===== src/rtl/vcpwm_pkg.sv =====
package vcpwm_pkg;

  localparam int MAX_LEN = 11;
  localparam int CMP_W   = MAX_LEN + 1;

  localparam int BIT_BANK = 7;
  localparam int BIT_IE   = 6;
  localparam int BIT_FLAG = 5;

  typedef enum logic [1:0] {
    LEN_8  = 2'd0,
    LEN_9  = 2'd1,
    LEN_10 = 2'd2,
    LEN_11 = 2'd3
  } cyc_len_e;

  typedef struct packed {
    logic     bank;
    logic     irq_en;
    logic     flag;
    cyc_len_e len;
  } cfg_t;

  function automatic logic [MAX_LEN-1:0] len_mask(cyc_len_e l);
    case (l)
      LEN_8:   return 11'h0ff;
      LEN_9:   return 11'h1ff;
      LEN_10:  return 11'h3ff;
      default: return 11'h7ff;
    endcase
  endfunction

endpackage


===== src/rtl/vcpwm_timebase.sv =====
module vcpwm_timebase
  import vcpwm_pkg::*;
#(
  parameter int CNT_W = 16
) (
  input  logic             clk_i,
  input  logic             rst_ni,
  input  logic             run_i,
  input  cyc_len_e         len_i,
  output logic [CNT_W-1:0] cnt_o,
  output logic             cyc_ovf_o
);

  logic [MAX_LEN-1:0] mask;
  logic [MAX_LEN-1:0] low;

  assign mask      = len_mask(len_i);
  assign low       = cnt_o[MAX_LEN-1:0] & mask;
  // carry out of bit N-1 on this counting clock
  assign cyc_ovf_o = run_i && (low == mask);

  always_ff @(posedge clk_i or negedge rst_ni) begin
    if (!rst_ni)    cnt_o <= '0;
    else if (run_i) cnt_o <= cnt_o + CNT_W'(1);
  end

  a_r2_count_step: assert property (@(posedge clk_i) disable iff (!rst_ni)
    run_i |=> (cnt_o == $past(cnt_o) + CNT_W'(1)));

  a_r2_hold: assert property (@(posedge clk_i) disable iff (!rst_ni)
    !run_i |=> $stable(cnt_o));

  a_r3_ovf_wraps_low: assert property (@(posedge clk_i) disable iff (!rst_ni)
    cyc_ovf_o |=> ((cnt_o[MAX_LEN-1:0] & $past(mask)) == '0));

endmodule


===== src/rtl/vcpwm_cfg.sv =====
module vcpwm_cfg
  import vcpwm_pkg::*;
(
  input  logic       clk_i,
  input  logic       rst_ni,
  input  logic       wr_i,
  input  logic [7:0] wdata_i,
  input  logic       hw_set_i,
  output cfg_t       cfg_o
);

  logic unused_pad;
  assign unused_pad = ^wdata_i[4:2];

  always_ff @(posedge clk_i or negedge rst_ni) begin
    if (!rst_ni) begin
      cfg_o <= '0;
    end else begin
      if (wr_i) begin
        cfg_o.bank   <= wdata_i[BIT_BANK];
        cfg_o.irq_en <= wdata_i[BIT_IE];
        cfg_o.len    <= cyc_len_e'(wdata_i[1:0]);
      end
      // hardware set has priority over a software clear
      if (hw_set_i)  cfg_o.flag <= 1'b1;
      else if (wr_i) cfg_o.flag <= wdata_i[BIT_FLAG];
    end
  end

  a_r4_flag_sticky: assert property (@(posedge clk_i) disable iff (!rst_ni)
    (cfg_o.flag && !wr_i) |=> cfg_o.flag);

  a_r5_set_wins: assert property (@(posedge clk_i) disable iff (!rst_ni)
    hw_set_i |=> cfg_o.flag);

  a_r4_flag_cause: assert property (@(posedge clk_i) disable iff (!rst_ni)
    $rose(cfg_o.flag) |-> ($past(hw_set_i) || $past(wr_i && wdata_i[BIT_FLAG])));

endmodule


===== src/rtl/vcpwm_chan.sv =====
module vcpwm_chan
  import vcpwm_pkg::*;
(
  input  logic               clk_i,
  input  logic               rst_ni,
  input  logic [1:0]         cmp_wr_i,   // [0] low byte, [1] high byte
  input  logic [1:0]         rld_wr_i,
  input  logic [7:0]         wdata_i,
  input  logic               reload_i,
  input  logic [MAX_LEN-1:0] phase_i,
  output logic [CMP_W-1:0]   cmp_o,
  output logic [CMP_W-1:0]   rld_o,
  output logic               pwm_o
);

  localparam int HI_W = CMP_W - 8;

  always_ff @(posedge clk_i or negedge rst_ni) begin
    if (!rst_ni) begin
      rld_o <= '0;
    end else begin
      if (rld_wr_i[0]) rld_o[7:0]       <= wdata_i;
      if (rld_wr_i[1]) rld_o[CMP_W-1:8] <= wdata_i[HI_W-1:0];
    end
  end

  // a software write in the same clock overrides the period-edge copy
  always_ff @(posedge clk_i or negedge rst_ni) begin
    if (!rst_ni) begin
      cmp_o <= '0;
    end else begin
      if (reload_i)    cmp_o                <= rld_o;
      if (cmp_wr_i[0]) cmp_o[7:0]           <= wdata_i;
      if (cmp_wr_i[1]) cmp_o[CMP_W-1:8]     <= wdata_i[HI_W-1:0];
    end
  end

  assign pwm_o = {1'b0, phase_i} < cmp_o;

  a_r9_reload_copy: assert property (@(posedge clk_i) disable iff (!rst_ni)
    (reload_i && cmp_wr_i == 2'b00) |=> (cmp_o == $past(rld_o)));

  a_r7_cmp_isolated: assert property (@(posedge clk_i) disable iff (!rst_ni)
    (rld_wr_i != 2'b00 && cmp_wr_i == 2'b00 && !reload_i) |=> $stable(cmp_o));

  a_r7_rld_isolated: assert property (@(posedge clk_i) disable iff (!rst_ni)
    (cmp_wr_i != 2'b00 && rld_wr_i == 2'b00) |=> $stable(rld_o));

endmodule


===== src/rtl/vcpwm_unit.sv =====
module vcpwm_unit
  import vcpwm_pkg::*;
#(
  parameter int NUM_CH = 4,
  parameter int CNT_W  = 16,
  localparam int AW    = $clog2(4 + 2 * NUM_CH)
) (
  input  logic              clk_i,
  input  logic              rst_ni,
  input  logic              run_i,
  input  logic              wr_en_i,
  input  logic [AW-1:0]     addr_i,
  input  logic [7:0]        wdata_i,
  output logic [7:0]        rdata_o,
  output logic [NUM_CH-1:0] pwm_o,
  output logic              irq_o
);

  localparam logic [AW-1:0] A_CFG    = AW'(0);
  localparam logic [AW-1:0] A_CNT_LO = AW'(1);
  localparam logic [AW-1:0] A_CNT_HI = AW'(2);

  cfg_t               cfg;
  logic [CNT_W-1:0]   cnt;
  logic [15:0]        cnt_rd;
  logic               cyc_ovf;
  logic               reload;
  logic [MAX_LEN-1:0] phase;
  logic [CMP_W-1:0]   cmp_q [NUM_CH];
  logic [CMP_W-1:0]   rld_q [NUM_CH];

  vcpwm_cfg i_cfg (
    .clk_i    (clk_i),
    .rst_ni   (rst_ni),
    .wr_i     (wr_en_i && addr_i == A_CFG),
    .wdata_i  (wdata_i),
    .hw_set_i (cyc_ovf),
    .cfg_o    (cfg)
  );

  vcpwm_timebase #(.CNT_W(CNT_W)) i_timebase (
    .clk_i     (clk_i),
    .rst_ni    (rst_ni),
    .run_i     (run_i),
    .len_i     (cfg.len),
    .cnt_o     (cnt),
    .cyc_ovf_o (cyc_ovf)
  );

  assign phase  = cnt[MAX_LEN-1:0] & len_mask(cfg.len);
  assign reload = cyc_ovf && (cfg.len != LEN_8);
  assign cnt_rd = 16'(cnt);
  assign irq_o  = cfg.flag & cfg.irq_en;

  for (genvar c = 0; c < NUM_CH; c++) begin : g_ch
    localparam logic [AW-1:0] A_LO = AW'(4 + 2 * c);
    localparam logic [AW-1:0] A_HI = AW'(5 + 2 * c);
    logic [1:0] sel;
    assign sel = {wr_en_i && addr_i == A_HI, wr_en_i && addr_i == A_LO};

    vcpwm_chan i_chan (
      .clk_i    (clk_i),
      .rst_ni   (rst_ni),
      .cmp_wr_i (sel & {2{~cfg.bank}}),
      .rld_wr_i (sel & {2{cfg.bank}}),
      .wdata_i  (wdata_i),
      .reload_i (reload),
      .phase_i  (phase),
      .cmp_o    (cmp_q[c]),
      .rld_o    (rld_q[c]),
      .pwm_o    (pwm_o[c])
    );
  end

  always_comb begin
    rdata_o = '0;
    if (addr_i == A_CFG)         rdata_o = {cfg.bank, cfg.irq_en, cfg.flag, 3'b000, cfg.len};
    else if (addr_i == A_CNT_LO) rdata_o = cnt_rd[7:0];
    else if (addr_i == A_CNT_HI) rdata_o = cnt_rd[15:8];
    for (int c = 0; c < NUM_CH; c++) begin
      if (addr_i == AW'(4 + 2 * c))
        rdata_o = cfg.bank ? rld_q[c][7:0] : cmp_q[c][7:0];
      else if (addr_i == AW'(5 + 2 * c))
        rdata_o = 8'(cfg.bank ? rld_q[c][CMP_W-1:8] : cmp_q[c][CMP_W-1:8]);
    end
  end

  a_r1_pad_zero: assert property (@(posedge clk_i) disable iff (!rst_ni)
    (addr_i == A_CFG) |-> (rdata_o[4:2] == 3'b000));

  a_r3_flag_on_ovf: assert property (@(posedge clk_i) disable iff (!rst_ni)
    cyc_ovf |=> cfg.flag);

  a_r6_irq_needs_enable: assert property (@(posedge clk_i) disable iff (!rst_ni)
    irq_o |-> (cfg.irq_en && cfg.flag));

endmodule


===== config.mk =====
export PLATFORM = sky130hd
export DESIGN_NAME = vcpwm_unit
export DESIGN_NICKNAME = d
export VERILOG_FILES = /design/src/rtl/vcpwm_pkg.sv /design/src/rtl/vcpwm_timebase.sv /design/src/rtl/vcpwm_cfg.sv /design/src/rtl/vcpwm_chan.sv /design/src/rtl/vcpwm_unit.sv
export SDC_FILE = /design/constraint.sdc
export NUM_CORES = 1
export LEC_CHECK = 0
export ABC_AREA = 0
export BUFFER_PORTS_ARGS = -buffer_cell sky130_fd_sc_hd__buf_2
export CAP_MARGIN = 20
export CORE_ASPECT_RATIO = 0.75
export CORE_UTILIZATION = 63
export CTS_CLUSTER_DIAMETER = 40
export DETAILED_ROUTE_END_ITERATION = 8
export PLACE_DENSITY_LB_ADDON = 0.25
export SYNTH_ARGS = -nofsm -noshare
export SYNTH_HDL_FRONTEND = slang
export SYNTH_SLANG_ARGS = --single-unit
export TNS_END_PERCENT = 100

===== constraint.sdc =====
create_clock -name clk_i -period 3 [get_ports clk_i]
set_input_delay 0.3 -clock clk_i [delete_from_list [all_inputs] [get_ports clk_i]]
set_output_delay 0.3 -clock clk_i [all_outputs]
set_load 0.02 [all_outputs]

==> flow_summary.yaml <==
outcome:
  status: "finished clean"
critical_path:
  worstPathArrival_ns: 2.59
  slowest_delay_ns: 0.47
  reg2reg_depth: 6
  timing.rr.start: "i_timebase.cnt_o[1]"
  rrSetupSlack_ns: 0.44
  critPathSlowestCell: "dfrtp_2"
  endpoint: "pwm_o[0]"
  worstSetupPathType: "flop to output port"
  crit_path_max_fanout: 8
  endpoint_kind: "output port"
  setup.worst_path.start_class: "flop"
  worstSetupStartpoint: "i_cfg.cfg_o[1]"
  worst_ep_required_time_ns: 2.70
  path_cells: "or2_2, and2_1, ha_1, a21oi_1, o21ai_0, a22oi_1, buf_2"
  worst_r2r_endpoint: "g_ch[0].i_chan.cmp_o[8]"
drt:
  ant_nets: 0
  drtIter0Drc: 890
  wire_per_inst_um: 23.9
  avgViaCountPerCell: 7.14
  drt_drc_violations_left: 0
  drt_first_pass_iters: 7
  route.vias.total: 7269
  wl_um: 24400
clocking:
  post_cts_resized: 0
  clock_sink_count: 117
  clockRootBuffer: "clkbuf_16"
  clk_path_buf_depth: 2
  cts.hold.buffers_added: 0
  cts.repair_timing.setup_buffer_count: 0
  h-tree-depth: 4
  tritoncts_clock_tree: "built"
  source_to_sink_clock_delay_at_the_later_pin_of_the_worst_skew_pair_ns: 0.43
  cts_made_buffers: 17
  cts.reportedPaths.clkPinSlew_ns: 0.06
global_routing:
  antenna_found_initial: 1
  met1_usage_pct: 54.1
  first_global_vias: 6872
  grt_pass1_wl_um: 38600
  groute.layer.met2.usage_pct: 57.4
  overflow_after_grt: 0
  globalRoute.busiestLayer: "met2"
  met3_capacity_usage_during_global_routing_pct: 10.4
  grt_max_degree: 73
  grt_usage_pct: 39.0
finish:
  design.final.nets: 895
  layout_cell_share_with_drive_strength_beyond_1_pct: 18.7
  layout.area.seq_um2: 2930
  flow.area_growth_from_synthesis_pct: 10.8
  multiInputGateArea_um2: 4500
  finish.instance_area_um2: 8790
  final.fill_count: 879
timing:
  rsz0062_at_grt: "false"
  setup_total_negative_slack_ns: 0
  finalMaxSlewViolations: 0
  finalHoldViolations: 0
  finalSetupViolations: 0
  fin_skew_ns: 0.00937
  post-route-worst-setup-slack_ns: 0.110
  worst_slew_margin_rel_pct: 35.7
  tightest_slew_ns: 0.964
  timing.hold.ws_ns: 0.0158
  upper_clock_frequency_limit_ghz: 0.346
  finalCritPeriodShare_pct: 96.3
  post-route-min-period_ns: 2.89
yosys:
  syn_area_um2: 7930
  ys.warnings.count: 0
  synth_enable_flop_cells: 0
  yosys.cell_types.count: 57
  syn_inst: 839
  ys_seq_area_share_pct: 36.9
  register_bit_total_from_synthesis: 117
  postSynth.asyncResetShare_pct: 100
  synth.net_count: 896
  yosys_most_used_dff: "dfrtp_1"
  syn_avg_cell_area_um2: 9.45
placed_design:
  placement.setup.worst_slack_ns: 0.500
  placedInstanceArea_um2: 8170
  dp_hpwl_um: 16200
  gp_congestion: 0.941
  port_buffers: 28
die:
  die-height_um: 99.2
  rows: 35
  fp.dieArea_um2: 13000
  initial_core_util_pct: 64.7
  fp.dieW_um: 132
  io_pins: 29
  core_area_um2: 12300
pwr:
  power.leakage_nw: 3.87
  internal_power_mw: 4.04
  max-vdd-ir-drop_v: 0.000500
  p_per_area_nw_per_um2: 738
  power_switching_mw: 2.45
  power.share.combinational_pct: 31.3
  seq_power_share_pct: 37.0
  finalPower_mw: 6.48
  power.clock.fraction_pct: 31.7
  switching_share_of_total_power_pct: 37.7
hold_path:
  hold_path_class: "input pin to asynchronous set/reset pin"
flow_run:
  drv_cap: 0
through the flow:
stage               utilization (%)  std cells
global placement               66.6        984
finish                         71.7       1018
floorplan                         -        839
detailed placement             66.6        984
CTS                            71.5       1016
global route                   71.6       1017
flip-flops by register name, summed over array words and instances (netlist names):
name and cells:
i_cfg.cfg_o 5, g_ch.i_chan.cmp_o 48, i_timebase.cnt_o 16, g_ch.i_chan.rld_o 48
worst max-delay path: cells and delay by family (launching register included):
| family | cells | cell delay, ns |
|---|---|---|
| adders and majority gates | 1 | 0.32 |
| DFF | 1 | 0.47 |
| buffers and inverters | 1 | 0.23 |
| AOI/OAI and AO/OA | 3 | 0.59 |
| and+or+nand+nor | 2 | 0.55 |
per-layer routing:
layer	routed length, µm	part of all wire, %
met1	9870	41
met2	10700	44
met4	718	2.9
met3	3100	13
met5	0	0
cell type report:
| class | instances | area share, % |
|---|---|---|
| clock buffer | 18 | 5.00 |
| clock inverter | 14 | 1.74 |
| inverter | 49 | 2.09 |
| tap | 166 | 2.36 |
| sequential | 117 | 33.4 |
| timing repair buffer | 55 | 4.22 |
| multi-input combinational | 598 | 51.2 |
| antenna | 1 | 0.0285 |
Yosys cell counts, types with 2 or more instances:
cell type    n  share of area [%]
dfrtp_1    117                 37
nand2_1     73                3.5
mux2_2      53                7.5
o21ai_0     51                3.2
inv_1       49                2.3
clkbuf_1    48                2.3
nand3_1     47                3.0
ha_1        41                6.5
mux2i_1     37                4.7
nand4_1     28                2.2
a21boi_0    21                2.0
o311ai_0    20                2.2
o311ai_1    20                2.2
or4_1       20                1.9
a21oi_1     18                1.1
nor2_1      17               0.80
a211o_1     11                1.2
buf_2       11               0.69
nor4_1      11               0.87
a211oi_1    10               0.95
nor3_1      10               0.63
o22ai_1     10               0.79
a21o_1       9               0.85
nand2b_1     9               0.71
xnor2_1      9               0.99
a311oi_1     8               0.88
buf_1        8               0.38
mux4_2       6                1.7
nor2b_1      6               0.47
o2111ai_1    6               0.66
xor2_1       6               0.66
buf_4        5               0.47
a22oi_1      4               0.38
and2_1       4               0.32
a32oi_1      3               0.33
buf_6        3               0.43
nor4bb_1     3               0.38
and3_1       2               0.16
nand3b_1     2               0.19
nand4bb_1    2               0.28
nor2_2       2               0.16
nor3b_1      2               0.19
o211ai_1     2               0.19
o2bb2ai_1    2               0.22
power by group through the flow:
stage / clock, mW / sequential [mW] / combinational (mW)
2_1_floorplan: 0 / 2.17 / 1.50
3_3_place_gp: 0 / 2.37 / 1.84
3_5_place_dp: 0 / 2.39 / 1.94
4_1_cts: 2.05 / 2.37 / 1.96
5_1_grt: 2.13 / 2.43 / 2.21
6_report: 2.05 / 2.40 / 2.03
cells in the final DEF (no fill, tap or decap), types with 3 or more instances in the layout:
| master | count |
|---|---|
| buf_2 | 27 |
| a211o_1 | 11 |
| inv_6 | 3 |
| o311ai_0 | 20 |
| nor4_1 | 11 |
| nor4bb_1 | 3 |
| nor2b_1 | 6 |
| nand4_1 | 28 |
| mux2_2 | 53 |
| nor3_1 | 9 |
| nor2_1 | 16 |
| a32oi_1 | 3 |
| and2_1 | 4 |
| o21ai_0 | 50 |
| xnor2_1 | 9 |
| o22ai_1 | 10 |
| o2111ai_1 | 6 |
| buf_4 | 26 |
| mux2i_1 | 37 |
| clkbuf_16 | 17 |
| clkinv_4 | 3 |
| a211oi_1 | 10 |
| nand2b_1 | 9 |
| dfrtp_1 | 115 |
| o311ai_1 | 20 |
| mux4_2 | 6 |
| a311oi_1 | 8 |
| a21oi_1 | 18 |
| clkinvlp_4 | 4 |
| inv_1 | 49 |
| a21boi_0 | 21 |
| nand3_1 | 47 |
| a22oi_1 | 4 |
| a21o_1 | 9 |
| ha_1 | 41 |
| nand2_1 | 73 |
| xor2_1 | 6 |
| or4_1 | 20 |
how the worst min path moves through the flow:
stage                 from                  endpoint  slack, ns
floorplan           rst_ni   g_ch[0].i_chan.cmp_o[0]      0.004
global placement    rst_ni  g_ch[1].i_chan.cmp_o[11]       0.50
detailed placement  rst_ni   g_ch[1].i_chan.cmp_o[8]       0.50
CTS                 rst_ni   g_ch[1].i_chan.cmp_o[8]       0.05
global route        rst_ni  g_ch[1].i_chan.cmp_o[10]       0.09
finish              rst_ni   g_ch[1].i_chan.cmp_o[8]       0.02
cells by family after synthesis:
group | count (synthesis) | synth area share [%]
mux | 96 | 13.9
xor+xnor | 15 | 1.66
compound gates | 199 | 17.7
fa+ha+maj | 41 | 6.47
buf+inv | 124 | 6.56
simple gates | 247 | 16.8
flops | 117 | 36.9
Note: power is estimated with default switching activity, not from simulation.
